### config.mk
export PLATFORM = sky130hd
export DESIGN_NAME = irq_enable_ctrl
export DESIGN_NICKNAME = d
export VERILOG_FILES = /design/src/rtl/irq_ctrl_pkg.sv /design/src/rtl/irq_flag_pair.sv /design/src/rtl/irq_mode_reg.sv /design/src/rtl/irq_accept_arb.sv /design/src/rtl/irq_enable_ctrl.sv
export SDC_FILE = /design/constraint.sdc
export NUM_CORES = 1
export LEC_CHECK = 0
export ABC_CLOCK_PERIOD_IN_PS = 1100
export BUFFER_PORTS_ARGS = -buffer_cell sky130_fd_sc_hd__buf_2
export CORE_AREA = 2 2 39 41
export CTS_CLUSTER_SIZE = 30
export DETAILED_ROUTE_END_ITERATION = 8
export DIE_AREA = 0 0 41 43
export PLACE_DENSITY = 0.6
export SLEW_MARGIN = 20
export SYNTH_ARGS = -nofsm -noshare
export SYNTH_HDL_FRONTEND = slang
export SYNTH_SLANG_ARGS = --single-unit
### constraint.sdc
create_clock -name clk -period 1.1 [get_ports clk]
set_input_delay 0.11 -clock clk [delete_from_list [all_inputs] [get_ports clk]]
set_output_delay 0.11 -clock clk [all_outputs]
set_load 0.05 [all_outputs]
### src/rtl/irq_ctrl_pkg.sv
// Shared widths and mode encoding for the interrupt enable controller.
package irq_ctrl_pkg;
    localparam int MODE_W = 2;

    typedef enum logic [MODE_W-1:0] {
        MODE_0    = 2'd0,
        MODE_1    = 2'd1,
        MODE_2    = 2'd2,
        MODE_RSVD = 2'd3
    } irq_mode_e;
endpackage

### src/rtl/irq_flag_pair.sv
// Holds the primary and secondary interrupt enable flags.
// Assumes at most one take strobe per cycle. Priority of updates within
// one cycle: nonmaskable take, maskable take, return, disable, enable.
module irq_flag_pair (
    input  logic clk,
    input  logic rst_n,
    input  logic ei_i,
    input  logic di_i,
    input  logic retn_i,
    input  logic take_nmi_i,
    input  logic take_mask_i,
    output logic ief1_o,
    output logic ief2_o
);
    logic ief1_q, ief2_q;

    // Flag update with fixed priority among same-cycle events.
    always_ff @(posedge clk) begin
        if (!rst_n) begin
            ief1_q <= 1'b0;
            ief2_q <= 1'b0;
        end else if (take_nmi_i) begin
            ief2_q <= ief1_q;
            ief1_q <= 1'b0;
        end else if (take_mask_i) begin
            ief1_q <= 1'b0;
            ief2_q <= 1'b0;
        end else if (retn_i) begin
            ief1_q <= ief2_q;
        end else if (di_i) begin
            ief1_q <= 1'b0;
            ief2_q <= 1'b0;
        end else if (ei_i) begin
            ief1_q <= 1'b1;
            ief2_q <= 1'b1;
        end
    end

    assign ief1_o = ief1_q;
    assign ief2_o = ief2_q;

    AST_EI_SETS: assert property (@(posedge clk) disable iff (!rst_n)
        (ei_i && !di_i && !retn_i && !take_nmi_i && !take_mask_i) |=> (ief1_q && ief2_q));
    AST_DI_CLEARS: assert property (@(posedge clk) disable iff (!rst_n)
        (di_i && !retn_i && !take_nmi_i && !take_mask_i) |=> (!ief1_q && !ief2_q));
    AST_MASK_CLEARS: assert property (@(posedge clk) disable iff (!rst_n)
        take_mask_i |=> (!ief1_q && !ief2_q));
    AST_NMI_SAVES: assert property (@(posedge clk) disable iff (!rst_n)
        take_nmi_i |=> (!ief1_q && ief2_q == $past(ief1_q)));
    AST_RETN_RESTORES: assert property (@(posedge clk) disable iff (!rst_n)
        (retn_i && !take_nmi_i && !take_mask_i) |=> (ief1_q == $past(ief2_q)));
endmodule

### src/rtl/irq_mode_reg.sv
// Holds the maskable interrupt mode. Loads on a strobe and ignores the
// reserved select value.
module irq_mode_reg
    import irq_ctrl_pkg::*;
(
    input  logic              clk,
    input  logic              rst_n,
    input  logic              im_stb_i,
    input  logic [MODE_W-1:0] im_sel_i,
    output logic [MODE_W-1:0] mode_o
);
    irq_mode_e mode_q;

    // Mode register; the reserved select leaves it unchanged.
    always_ff @(posedge clk) begin
        if (!rst_n)
            mode_q <= MODE_0;
        else if (im_stb_i && (im_sel_i != MODE_RSVD))
            mode_q <= irq_mode_e'(im_sel_i);
    end

    assign mode_o = mode_q;

    AST_RSVD_IGNORED: assert property (@(posedge clk) disable iff (!rst_n)
        (im_stb_i && im_sel_i == MODE_RSVD) |=> $stable(mode_q));
    AST_MODE_LEGAL: assert property (@(posedge clk) disable iff (!rst_n)
        mode_q != MODE_RSVD);
endmodule

### src/rtl/irq_accept_arb.sv
// Decides acceptance at instruction boundaries. It latches a nonmaskable
// rising edge until it is taken, holds off maskable acceptance for one
// boundary after an enable, and gives the nonmaskable request priority.
// Assumes the primary flag comes from the flag pair, registered.
module irq_accept_arb (
    input  logic clk,
    input  logic rst_n,
    input  logic bound_i,
    input  logic ei_i,
    input  logic int_req_i,
    input  logic nmi_req_i,
    input  logic ief1_i,
    output logic take_nmi_o,
    output logic take_mask_o,
    output logic accept_o,
    output logic accept_nmi_o
);
    logic nmi_prev_q, nmi_pend_q, hold_q;
    logic acc_q, acc_nmi_q;
    logic nmi_rise;

    assign nmi_rise    = nmi_req_i && !nmi_prev_q;
    assign take_nmi_o  = bound_i && nmi_pend_q;
    assign take_mask_o = bound_i && !nmi_pend_q && int_req_i && ief1_i && !hold_q;

    // Edge detector and pending latch for the nonmaskable request.
    always_ff @(posedge clk) begin
        if (!rst_n) begin
            nmi_prev_q <= 1'b0;
            nmi_pend_q <= 1'b0;
        end else begin
            nmi_prev_q <= nmi_req_i;
            nmi_pend_q <= nmi_rise || (nmi_pend_q && !take_nmi_o);
        end
    end

    // One-boundary hold-off after an enable; a new enable wins.
    always_ff @(posedge clk) begin
        if (!rst_n)
            hold_q <= 1'b0;
        else if (ei_i)
            hold_q <= 1'b1;
        else if (bound_i)
            hold_q <= 1'b0;
    end

    // Registered accept pulse and its type.
    always_ff @(posedge clk) begin
        if (!rst_n) begin
            acc_q     <= 1'b0;
            acc_nmi_q <= 1'b0;
        end else begin
            acc_q     <= take_nmi_o || take_mask_o;
            acc_nmi_q <= take_nmi_o;
        end
    end

    assign accept_o     = acc_q;
    assign accept_nmi_o = acc_nmi_q;

    AST_ACCEPT_AT_BOUNDARY: assert property (@(posedge clk) disable iff (!rst_n)
        acc_q |-> $past(bound_i));
    AST_NMI_TAKEN: assert property (@(posedge clk) disable iff (!rst_n)
        (bound_i && nmi_pend_q) |=> (acc_q && acc_nmi_q));
    AST_TYPE_WITH_ACCEPT: assert property (@(posedge clk) disable iff (!rst_n)
        acc_nmi_q |-> acc_q);
    AST_ONE_TAKE: assert property (@(posedge clk) disable iff (!rst_n)
        $countones({take_nmi_o, take_mask_o}) <= 1);
    AST_NO_ACCEPT_OFF: assert property (@(posedge clk) disable iff (!rst_n)
        !bound_i |=> !acc_q);
endmodule

### src/rtl/irq_enable_ctrl.sv
// Top of the interrupt enable controller: the flag pair, the mode register
// and the boundary arbiter. Decoder strobes are one cycle wide.
module irq_enable_ctrl
    import irq_ctrl_pkg::*;
(
    input  logic              clk,
    input  logic              rst_n,
    input  logic              ei_i,
    input  logic              di_i,
    input  logic              retn_i,
    input  logic              bound_i,
    input  logic              im_stb_i,
    input  logic [MODE_W-1:0] im_sel_i,
    input  logic              int_req_i,
    input  logic              nmi_req_i,
    output logic              accept_o,
    output logic              accept_nmi_o,
    output logic [MODE_W-1:0] irq_mode_o,
    output logic              ief2_o
);
    logic ief1, take_nmi, take_mask;

    irq_flag_pair u_flags (
        .clk         (clk),
        .rst_n       (rst_n),
        .ei_i        (ei_i),
        .di_i        (di_i),
        .retn_i      (retn_i),
        .take_nmi_i  (take_nmi),
        .take_mask_i (take_mask),
        .ief1_o      (ief1),
        .ief2_o      (ief2_o)
    );

    irq_mode_reg u_mode (
        .clk      (clk),
        .rst_n    (rst_n),
        .im_stb_i (im_stb_i),
        .im_sel_i (im_sel_i),
        .mode_o   (irq_mode_o)
    );

    irq_accept_arb u_arb (
        .clk          (clk),
        .rst_n        (rst_n),
        .bound_i      (bound_i),
        .ei_i         (ei_i),
        .int_req_i    (int_req_i),
        .nmi_req_i    (nmi_req_i),
        .ief1_i       (ief1),
        .take_nmi_o   (take_nmi),
        .take_mask_o  (take_mask),
        .accept_o     (accept_o),
        .accept_nmi_o (accept_nmi_o)
    );

    AST_RESET_QUIET: assert property (@(posedge clk)
        !rst_n |=> (!accept_o && !ief2_o && irq_mode_o == '0));
endmodule

==> summary.txt <==
Vias in the first global route = 293
Most frequent cell after synthesis = dfxtp_1
Worst Path Class, Setup = flip-flop to output port
Commonest register cell after synthesis = dfxtp_1
# placed instances = 64
Resized cells post-CTS = 0
Relative slew slack = 83.59%
CP Max Fanout = 3
DRC viols = 0
VDD IR max = 0.6938 mV
Synthesized area = 337.8 µm²
Ant. Diodes = 0
CTS tree = built
Synthesized instance count = 33
Global-route wire length before repair = 1131 µm
Final Hold Viols = 0
Post-Synth Adder-Cell Area = 0%
Vias post-DR = 303
Max clock buf depth = 2
Max-cap violations = 0
CTS Hold Bufs = 0
Crit path max-delay family = flip-flops
GRT overflow = 0
CP endpoint kind = output port
Worst-Margin Slew = 0.2479 ns
DRT iter0 DRCs = 3
Status = finished clean
Initial antenna violation count = 0
Yosys warns = 0
Final Cell Area = 459.2 µm²
Share of the synthesized area in the top cell type = 53.33%
Crit path DAT = 0.87 ns
Chip Width = 41 µm
Setup TNS Final = 0 ns
Synth Area in Compound Gates = 23.33%
Most common library cells after synthesis = dfxtp_1 (9), inv_1 (4), nor2_1 (3)
Setup violations, final = 0
Inserted Clock Buffers = 3
Power Density = 1520 mW/mm²
Tcrit/Tclk final = 89.30%
DR pass1 iterations = 2
Async SR Flop Fraction = 0%
Mux contribution to synthesized area = 0%
DR WL/cell = 9.853 µm
RSZ-0062 raised after global routing = false
Boundary pin count = 16
Max-slew violations = 0
Final WL = 670 µm
Setup Buffers After CTS = 0
GRT Util Overall = 9.839%
Worst Hold Class = input port to flip-flop
Achievable Freq = 1.018 GHz
Post-Synth XOR/XNOR Area = 0%
Total leakage power = 0.2424 nW
CORE AREA = 0.001384 mm²
Largest family of logic cells by synthesized area = compound AO/OA/AOI/OAI gates
Crit path buf inv count = 1
CP cell instances = buf_2
Initial Util = 24.41%
Root Driver = clkbuf_4
P&R area growth vs syn = 35.93%
H-tree levels = 1
Die area = 0.001763 mm²
CP max stage cell = dfxtp_1
Crit path largest cell delay = 0.35 ns
Clk slew on worst S/H paths = 0.06 ns
Die Height = 43 µm
Yosys reg bits = 9
Row cnt = 14
Synth Area in Simple Gates = 18.89%
CP Launch Type = flip-flop
Worst endpoint required time = 0.99 ns
Register area share after synthesis = 53.33%
Clk sinks = 9
Number of synthesized flops with an enable pin = 0
Post-place instance area = 432.9 µm²
Pin count of the biggest net entering global routing = 10
Clk_lat worst skew = 0.25 ns
Synth unique cells = 15
Final ANT Viol Nets = 0
Total design power = 698.0 µW
Post-Syn Nets = 44
Layout cells sized above 1 = 38.46%
Total Nets Final = 64
Worst Clk Skew = 0.002030 ns
Tmin final = 0.9823 ns
Layout Cells excl Fill = 68
Global placement routability congestion = 0.6488
Via density = 4.456
Syn avg cell area = 10.24 µm²
Top post-synthesis cells by area = dfxtp_1 (53%), o221a_2 (6.7%), and3b_1 (5.2%)
Synth area leader = dfxtp_1
IO buf count = 15
## sequential cells by signal, summed over array words and instances, names as in the netlist
signal / flops
u_arb.nmi_pend_q: 1
u_arb.accept_o: 1
u_arb.nmi_prev_q: 1
u_mode.mode_o: 2
u_arb.hold_q: 1
u_arb.accept_nmi_o: 1
u_flags.ief2_o: 1
u_flags.ief1_o: 1
## report_power, final
group	total, mW	leakage [nW]	switching (mW)	internal, mW
clock	0.247	0.0150	0.108	0.139
combinational	0.0988	0.153	0.0596	0.0392
sequential	0.352	0.0741	0.00868	0.343
## cells by family after synthesis
group	after synthesis
simple gates	11
compound gates	9
buf+inv	4
flops	9
## per-layer routing
metal	part of all wire (%)	vias up	GRT usage, %
li1	-	155	-
met1	45	135	9.646
met2	47	11	14.69
met3	6.4	2	6.283
met4	1.6	0	6.000
met5	0	-	0
## layout by cell type (no fill, tap or decap), types with 2 or more instances in the layout
cell type	synthesis	layout
buf_2	0	15
dfxtp_1	9	9
inv_1	4	4
nor2_1	3	3
clkbuf_4	0	3
nor2b_1	2	2
o21a_1	2	2
o221a_2	2	2
and2_1	2	2
and3b_1	2	2
## area by class of cell
type,instances,area (µm²)
Fill cell,155,924.6
Sequential cell,9,180.2
Multi-Input combinational cell,20,142.6
Timing Repair Buffer,15,75.07
Clock buffer,4,26.28
Tap cell,16,20.02
Inverter,4,15.01
## path summary, 6_finish.rpt
kind                                                    end                   startpoint  cells past startpoint  slack (ns)
worst min-delay path            u_arb.nmi_prev_q$_SDFF_PN0_                    nmi_req_i                      2        0.08
worst min register to register  u_flags.ief2_o$_SDFFE_PN0P_  u_flags.ief1_o$_SDFFE_PP0P_                      1        0.49
worst max register to register  u_flags.ief1_o$_SDFFE_PP0P_  u_flags.ief1_o$_SDFFE_PP0P_                      3        0.17
worst max-delay path                                 ief2_o  u_flags.ief2_o$_SDFFE_PN0P_                      1        0.12
## stage by stage
stage / setup slack, ns / hold slack, ns / util [%]
floorplan: 0.09869 / 0.2275 / -
detailed placement: 0.1768 / 0.3337 / 31.28
global placement: 0.1936 / 0.3314 / 31.28
global route: 0.06533 / 0.07232 / 33.18
CTS: 0.1021 / 0.06475 / 33.18
finish: 0.1177 / 0.07596 / 33.18
Note: power is estimated with default switching activity, not from simulation.
